### config.mk
export PLATFORM = sky130hd
export DESIGN_NAME = nb_inv_seq
export DESIGN_NICKNAME = d
export VERILOG_FILES = /design/src/rtl/nb_inv_pkg.sv /design/src/rtl/nb_inv_chain_rom.sv /design/src/rtl/nb_rotl.sv /design/src/rtl/nb_inv_seq.sv
export SDC_FILE = /design/constraint.sdc
export NUM_CORES = 2
export LEC_CHECK = 0
export BUFFER_PORTS_ARGS = -buffer_cell sky130_fd_sc_hd__buf_2
export CAP_MARGIN = 15
export CELL_PAD_IN_SITES_DETAIL_PLACEMENT = 2
export CELL_PAD_IN_SITES_GLOBAL_PLACEMENT = 2
export CORE_MARGIN = 1.5
export CORE_UTILIZATION = 31
export CTS_CLUSTER_SIZE = 30
export DETAILED_ROUTE_END_ITERATION = 8
export PLACE_DENSITY_LB_ADDON = 0.1
export SLEW_MARGIN = 20
export SYNTH_ARGS = -nofsm -noshare
export SYNTH_HDL_FRONTEND = slang
export SYNTH_SLANG_ARGS = --single-unit
### constraint.sdc
create_clock -name clk -period 4.62 [get_ports clk]
set_input_delay 0.924 -clock clk [delete_from_list [all_inputs] [get_ports clk]]
set_output_delay 0.924 -clock clk [all_outputs]
set_load 0.01 [all_outputs]
### src/rtl/nb_inv_pkg.sv
// Package: shared state encoding and chain constants for the normal-basis
// inverter. Assumes the chain is the fixed one for a 163-bit field.
package nb_inv_pkg;
    typedef enum logic [1:0] {
        ST_IDLE  = 2'd0,
        ST_ISSUE = 2'd1,
        ST_WAIT  = 2'd2,
        ST_FIN   = 2'd3
    } inv_state_t;

    localparam int CHAIN_STEPS = 9;
endpackage

### src/rtl/nb_inv_chain_rom.sv
// Chain step decoder: for each step index returns the rotation applied to
// the running value and whether the second operand is the original A.
// Assumes ROT_W can hold 81 and step indices 0..8.
module nb_inv_chain_rom #(
    parameter int ROT_W  = 8,
    parameter int STEP_W = 4
) (
    input  logic [STEP_W-1:0] step,
    output logic [ROT_W-1:0]  rot_amt,
    output logic              use_orig
);
    // Decode step index into rotation amount and operand source.
    always_comb begin
        rot_amt  = ROT_W'(1);
        use_orig = 1'b0;
        case (step)
            STEP_W'(0): rot_amt = ROT_W'(1);                    // s: 1 -> 2
            STEP_W'(1): rot_amt = ROT_W'(2);                    // s: 2 -> 4
            STEP_W'(2): begin rot_amt = ROT_W'(1); use_orig = 1'b1; end // 4 -> 5
            STEP_W'(3): rot_amt = ROT_W'(5);                    // 5 -> 10
            STEP_W'(4): rot_amt = ROT_W'(10);                   // 10 -> 20
            STEP_W'(5): rot_amt = ROT_W'(20);                   // 20 -> 40
            STEP_W'(6): rot_amt = ROT_W'(40);                   // 40 -> 80
            STEP_W'(7): begin rot_amt = ROT_W'(1); use_orig = 1'b1; end // 80 -> 81
            STEP_W'(8): rot_amt = ROT_W'(81);                   // 81 -> 162
            default:    rot_amt = ROT_W'(1);
        endcase
    end
endmodule

### src/rtl/nb_rotl.sv
// Variable left rotation of an M-bit word: bit i moves to (i+amt) mod M.
// This is repeated squaring in a normal basis. Assumes amt < M.
module nb_rotl #(
    parameter int M     = 163,
    parameter int ROT_W = 8
) (
    input  logic [M-1:0]     din,
    input  logic [ROT_W-1:0] amt,
    output logic [M-1:0]     dout
);
    logic [2*M-1:0] dbl;

    // Shift a doubled copy so the upper half holds the rotated word.
    always_comb begin
        dbl  = {din, din} << amt;
        dout = dbl[2*M-1:M];
    end
endmodule

### src/rtl/nb_inv_seq.sv
// Normal-basis inverter sequencer: walks a nine-product addition chain for
// A^(2^163-2), rotating the running value and requesting each product from
// an external multiplier. Assumes the multiplier answers no earlier than
// the cycle after a request and that mul_prod is valid with mul_done.
module nb_inv_seq
    import nb_inv_pkg::*;
#(
    parameter int M      = 163,
    parameter int ROT_W  = $clog2(M),
    parameter int STEP_W = $clog2(CHAIN_STEPS + 1)
) (
    input  logic         clk,
    input  logic         rst_n,
    input  logic         start,
    input  logic [M-1:0] operand,
    output logic [M-1:0] result,
    output logic         done,
    output logic         error,
    output logic         busy,
    output logic         mul_req,
    output logic [M-1:0] mul_a,
    output logic [M-1:0] mul_b,
    input  logic         mul_done,
    input  logic [M-1:0] mul_prod
);
    localparam logic [STEP_W-1:0] LAST_STEP = STEP_W'(CHAIN_STEPS - 1);

    inv_state_t        state_q;
    logic [STEP_W-1:0] step_q;
    logic [M-1:0]      orig_q;
    logic [M-1:0]      run_q;
    logic [M-1:0]      result_q;
    logic              done_q;
    logic              err_q;
    logic [ROT_W-1:0]  rom_rot;
    logic              rom_use_orig;
    logic [ROT_W-1:0]  rot_sel;
    logic [M-1:0]      rot_out;

    nb_inv_chain_rom #(.ROT_W(ROT_W), .STEP_W(STEP_W)) u_rom (
        .step     (step_q),
        .rot_amt  (rom_rot),
        .use_orig (rom_use_orig)
    );

    // Final step squares once; otherwise the chain table picks the amount.
    always_comb rot_sel = (state_q == ST_FIN) ? ROT_W'(1) : rom_rot;

    nb_rotl #(.M(M), .ROT_W(ROT_W)) u_rot (
        .din  (run_q),
        .amt  (rot_sel),
        .dout (rot_out)
    );

    // Sequencer: accept, issue, wait for product, finish.
    always_ff @(posedge clk) begin
        if (!rst_n) begin
            state_q  <= ST_IDLE;
            step_q   <= '0;
            orig_q   <= '0;
            run_q    <= '0;
            result_q <= '0;
            done_q   <= 1'b0;
            err_q    <= 1'b0;
        end else begin
            done_q <= 1'b0;
            err_q  <= 1'b0;
            case (state_q)
                ST_IDLE: begin
                    if (start) begin
                        if (operand == '0) begin
                            err_q <= 1'b1;
                        end else begin
                            orig_q  <= operand;
                            run_q   <= operand;
                            step_q  <= '0;
                            state_q <= ST_ISSUE;
                        end
                    end
                end
                ST_ISSUE: state_q <= ST_WAIT;
                ST_WAIT: begin
                    if (mul_done) begin
                        run_q <= mul_prod;
                        if (step_q == LAST_STEP) begin
                            state_q <= ST_FIN;
                        end else begin
                            step_q  <= step_q + STEP_W'(1);
                            state_q <= ST_ISSUE;
                        end
                    end
                end
                ST_FIN: begin
                    result_q <= rot_out;
                    done_q   <= 1'b1;
                    state_q  <= ST_IDLE;
                end
                default: state_q <= ST_IDLE;
            endcase
        end
    end

    // Drive the outward-facing ports from state.
    always_comb begin
        mul_req = (state_q == ST_ISSUE);
        mul_a   = rot_out;
        mul_b   = rom_use_orig ? orig_q : run_q;
        busy    = (state_q != ST_IDLE);
        result  = result_q;
        done    = done_q;
        error   = err_q;
    end

    // a request never lasts two cycles.
    a_r3_req_pulse: assert property (@(posedge clk) disable iff (!rst_n)
        mul_req |=> !mul_req);

    // step index never passes the end of the chain.
    a_r2_step_range: assert property (@(posedge clk) disable iff (!rst_n)
        busy |-> (step_q <= LAST_STEP));

    // completion strobe is a single cycle.
    a_r6_done_pulse: assert property (@(posedge clk) disable iff (!rst_n)
        done |=> !done);

    // result only moves together with done.
    a_r6_result_hold: assert property (@(posedge clk) disable iff (!rst_n)
        !$stable(result) |-> done);

    // zero operand flags an error and does not start the chain.
    a_r8_zero_reject: assert property (@(posedge clk) disable iff (!rst_n)
        (start && !busy && operand == '0) |=> (error && !busy && !done));

    // the latched operand is frozen while a run is in progress.
    a_r9_busy_hold: assert property (@(posedge clk) disable iff (!rst_n)
        (busy && start) |=> $stable(orig_q));

    // a stray answer while idle starts nothing.
    a_r10_stray_ack: assert property (@(posedge clk) disable iff (!rst_n)
        (!busy && !start && mul_done) |=> (!busy && !done));
endmodule

==> impl_metrics.yaml, run 1 <==
status:
  outcome: "did not finish"
  stop_stage: "global routing"
  stop_error: "[ERROR GRT-0232] Routing congestion too high. Check the congestion heatmap in the GUI."
floorplan:
  die_x_um: 341.4
  rows: 123
  io_pins: 823
  die-height_um: 341.4
  start_util_pct: 31.39
yosys:
  synth_area_per_cell_um2: 7.698
  synthArstFlopShare_pct: 0
  synthFlopType: "dfxtp_1"
  yosys_warnings: 0
  synth_area_um2: 35510
  synth.net_count: 4947
  synth_top_area_share_pct: 28.02
  yosys_register_bits: 497
  synth.area.top_cells: "dfxtp_1 28%, mux2i_1 10%, mux2_2 6.5%"
  synth_edf_count: 0
  syn_inst: 4613
  yosysSeqAreaShare_pct: 28.02
  synth_cell_types: 81
  yosysTopAreaCell: "dfxtp_1"
grt:
  antenna_found_initial: 64
  grt_use_total_pct: 74.25
  grt_max_degree: 167
  grt_overflow: 21
placement:
  gp_congestion: 1.085
  placed_cells: 7463
  placement.io_buffers: 822
  place_hpwl_um: 222700
cts:
  cts.htree.levels: 2
  clockBufferDepth: 3
  cts_sinks: 497
  ctsHoldBuffers: 0
  cts_made_buffers: 56
  cts_root_buf: "clkbuf_16"
sta:
  worstEpCategory: "primary output"
  grt-worst-endpoint: "mul_a[97]"
==> cells by family after synthesis <==
kind of cell               Yosys count  share of synthesized area [%]
DFF                                497                          28.02
adders and majority gates            4                         0.1409
buffers and inverters              502                          5.733
muxes                              579                          17.60
and+or+nand+nor                   1529                          17.85
xor gates and xnor gates             2                        0.04934
AOI/OAI and AO/OA                 1500                          30.61
==> cell usage after synthesis (all sizes together), types with 9 or more instances <==
| cell | count |
|---|---|
| o22a | 36 |
| nor3 | 81 |
| buf | 96 |
| nand2 | 605 |
| o21a | 17 |
| a21oi | 327 |
| and3 | 20 |
| dfxtp | 497 |
| o21ai | 176 |
| a22oi | 84 |
| o211ai | 41 |
| a221oi | 78 |
| mux2 | 207 |
| a221o | 17 |
| mux2i | 357 |
| a211oi | 88 |
| a311oi | 172 |
| o22ai | 88 |
| o221a | 52 |
| nor2 | 608 |
| a222oi | 11 |
| a21boi | 11 |
| a22o | 37 |
| o2bb2ai | 13 |
| inv | 14 |
| a2bb2oi | 22 |
| clkbuf | 392 |
| nand3 | 99 |
| a32oi | 46 |
| o221ai | 72 |
| and2 | 25 |
| nand4 | 12 |
| nor4 | 42 |
| a31o | 9 |
| a31oi | 41 |
| mux4 | 15 |
==> repair_timing <==
item,CTS
pin swaps,191
endpoints found under the hold margin,0
buffers inserted,166
gates cloned,9
setup endpoints to repair,163
resized for setup,921
==> metrics by stage <==
stage | area, µm² | setup slack (ps) | util (%) | hold slack [ps] | TNS [ps]
after floorplan | 35510 | 298.6 | - | 454.4 | 0
after global placement | 48470 | -656.9 | 42.85 | 440.6 | -20460
after detailed placement | 48490 | -493.6 | 42.86 | 451.8 | -31720
after CTS | 56330 | -681.7 | 49.80 | 458.5 | -86830
==> per-layer routing <==
metal / GRT usage [%] / GRT overflow
met3: 53.62 / 0
met5: 27.04 / 0
met4: 77.62 / 15
met1: 73.75 / 0
met2: 93.92 / 6
==> run 2, diff against run 1 <==
Settings changed: CELL_PAD_IN_SITES_DETAIL_PLACEMENT 2 to unset, CELL_PAD_IN_SITES_GLOBAL_PLACEMENT 2 to unset, CORE_AREA set to 2 2 320 322, CORE_MARGIN 1.5 to unset, CORE_UTILIZATION 31 to unset, CTS_CLUSTER_SIZE 30 to unset, DIE_AREA set to 0 0 322 324, PLACE_DENSITY_LB_ADDON 0.1 to 0.15.
==> run 2 against run 1 <==
The flow now finishes, with violations (negative setup slack). Synthesized area did not move. Synthesized cell count did not move.
==> impl_metrics.yaml, run 2 <==
status:
  outcome: "finished, violations left"
  failed_checks: "negative setup slack"
setup_path:
  crit_family: "compound AO/OA/AOI/OAI gates"
  slowest_delay_ps: 670
  reg2reg_to: "result[71]"
  cp_max_fo: 7
  path_buf_inv: 6
  start_kind: "register"
  r2r_slack_ps: 710
  worstSetupPathType: "register to output pin"
  worstReg2RegStart: "step_q[0]"
  worstPathArrival_ps: 4450
  endpoint_kind: "output pin"
  r2r.worst_path.cells: 16
  path_common_cell: "buf_4"
  cp.required_ps: 3700
  crit_chain: "inv_4 -> ha_4 -> or4b_4 -> o211a_4 -> buf_8 -> buf_12 -> mux2i_1 -> nand2_1 -> buf_4 -> o22ai_2 -> nor2_4 -> a222oi_1 -> buf_4 -> buf_6"
  slowest_stage: "a222oi_1"
sta:
  maxSlewViolCount: 0
  rsz0062_at_grt: "true"
  layout_setup_ws_ps: -750.3
  clock.fmax_mhz: 186.2
  min_period_ps: 5370
  fin_crit_sh_pct: 116.2
  finalHoldViolations: 0
  finalSetupTns_ps: -79680
  worst_slew_pin_slew_ps: 1214
  fin_skew_ps: 25.50
  finalSetupViolCount: 163
  max_slew_margin_pct: 19.08
yosys:
  syn_inst: 4613
  yosys_warnings: 0
  synth_cell_types: 81
  synth_edf_count: 0
  synth.net_count: 4947
  yosys_register_bits: 497
  synth.most_common_cell: "nor2_1"
  synth.area.top_cells: "dfxtp_1 28%, mux2i_1 10%, mux2_2 6.5%"
  synth_area_per_cell_um2: 7.698
  ys_top_cells_by_count: "608 x nor2_1, 605 x nand2_1, 497 x dfxtp_1, 392 x clkbuf_1, 357 x mux2i_1"
  synth_top_area_share_pct: 28.02
  synth_area_um2: 35510
  synthFlopType: "dfxtp_1"
  synthArstFlopShare_pct: 0
  yosysSeqAreaShare_pct: 28.02
  yosysTopAreaCell: "dfxtp_1"
finish:
  final_common_cell: "buf_4"
  final_cells: 7530
  fin_nets: 6507
  final_core_utilization_pct: 58.62
  layout_common_cells: "793 x buf_4, 789 x buf_2, 555 x nand2_1, 551 x nor2_1, 493 x dfxtp_1"
  layout-drive-gt1-share_pct: 51.25
  finish.instance_area_um2: 59210
  syn2layout_area_growth_pct: 66.74
  fillerInstances: 9282
pwr:
  intPower_uw: 11460
  switching_share_pct: 40.29
  clkPwrFrac_pct: 23.9
  p_leak_uw: 0.02447
  p_comb_share_pct: 49.4
  power_density_nw_per_um2: 324.1
  switching_power_uw: 7733
  vdd_drop_max_mv: 0.2796
  seq_power_share_pct: 26.6
floorplan:
  die-height_um: 324
  rows: 117
  die_x_um: 322
  die-area_um2: 104300
  coreArea_um2: 101000
  start_util_pct: 35.15
  io_pins: 823
routing:
  dr.pass1.iters: 6
  drtIter0Drc: 6094
  wl_per_cell_um: 34.59
  via_count: 49077
  drc_errors: 0
  routed_wl_um: 260400
  viasPerCell: 6.518
  ant_nets: 0
hold_path:
  worstHoldEndpoint: "result[141]"
  min_delay_path_depth: 2
  hold_path.startpoint: "result[141]"
  hold_class: "register to register"
cts:
  ctsHoldBuffers: 0
  cts_root_buf: "clkbuf_16"
  cts_sinks: 497
  cts.htree.levels: 2
  clockBufferDepth: 3
  cts_made_buffers: 56
  cts_tree: "done"
  clk_latency_ps: 680
  cts.clk_slew.worst_paths_ps: 60
grt:
  first_global_vias: 44824
  antenna_found_initial: 27
  grt_overflow: 0
  grt_pass1_wl_um: 354000
  grt_use_total_pct: 47.29
  grt_max_degree: 137
placement:
  placement.io_buffers: 822
  gp_congestion: 1.085
  place_hpwl_um: 194200
  place_area_um2: 47230
  placed_cells: 7162
job:
  maxCapViolations: 0
run 2: cell families (layout without fill, tap and decap cells):
group	Yosys count	count (layout)	synth area share (%)
multiplexers	579	579	17.60
other	0	8	0
buffers and inverters	502	2101	5.733
flip-flops	497	497	28.02
adder cells (fa/ha/maj)	4	4	0.1409
AND/OR/NAND/NOR	1529	1529	17.85
AO/OA/AOI/OAI	1500	1501	30.61
XOR/XNOR	2	2	0.04934
run 2: worst max-delay path by stage:
stage                     startpoint         end  slack (ps)  cells past startpoint
after global routing       step_q[1]   mul_a[52]        -890                     18
after floorplan            step_q[0]  mul_a[127]         300                     15
after CTS                  step_q[1]  mul_a[126]        -670                     15
final                      step_q[0]  mul_a[126]        -750                     14
after global placement     step_q[1]  mul_a[126]        -800                     15
after detailed placement   step_q[1]  mul_a[126]        -730                     15
run 2: per-stage QoR:
stage | power [µW] | hold slack (ps) | setup slack (ps)
finish | 19190 | 451.9 | -750.3
global route | 19540 | 470.2 | -886.1
CTS | 17980 | 454.3 | -666.8
detailed placement | 11890 | 446.0 | -730.3
global placement | 11880 | 440.6 | -802.5
floorplan | 7677 | 454.4 | 298.6
run 2: per-layer routing:
metal  vias up  global-route usage [%]  wire, µm
met5         -                       0       272
met4        38                   30.75     21310
met3       893                   16.30     32250
met2      3533                   67.99    106100
met1     23973                   59.82    100500
li1      20640                       -         -
run 2: repair_timing:
item | CTS | global route
setup buffers | 193 | 125
cloned | 9 | 3
pin swaps | 214 | 175
gates resized for setup | 1079 | 495
hold endpoints to repair | 0 | 0
setup endpoints to repair | 163 | 163
run 2: worst reg2reg max path: stages, from the launching register on:
cell and delay [ps]:
dfxtp_4 370, inv_4 50, ha_4 150, or4b_4 580, buf_6 140, o211ai_1 120
clkbuf_16 230, buf_8 140, mux2_4 330, o32a_4 290, buf_4 170, a211oi_4 260
buf_6 170, buf_6 100, buf_4 100, nand2_1 400, a21oi_1 270
run 2: layout make-up:
class	count	area [µm²]	share of cell area, %
multi-input combinational	3615	30050	50.75
antenna	8	20.02	0.03381
sequential	497	9960	16.82
timing repair buffer	1989	15640	26.41
clock inverter	16	192.7	0.3254
tap	1309	1638	2.766
clock buffer	82	1649	2.785
inverter	14	62.56	0.1057
run 2: power groups by stage:
stage | Clock, µW | Combinational [µW] | Sequential [µW]
after detailed placement | 0 | 6760 | 5130
final | 4600 | 9490 | 5110
after global placement | 0 | 6760 | 5120
after floorplan | 0 | 2800 | 4880
after global routing | 4820 | 9620 | 5100
after CTS | 4640 | 8290 | 5050
Note: power is estimated with default switching activity, not from simulation.
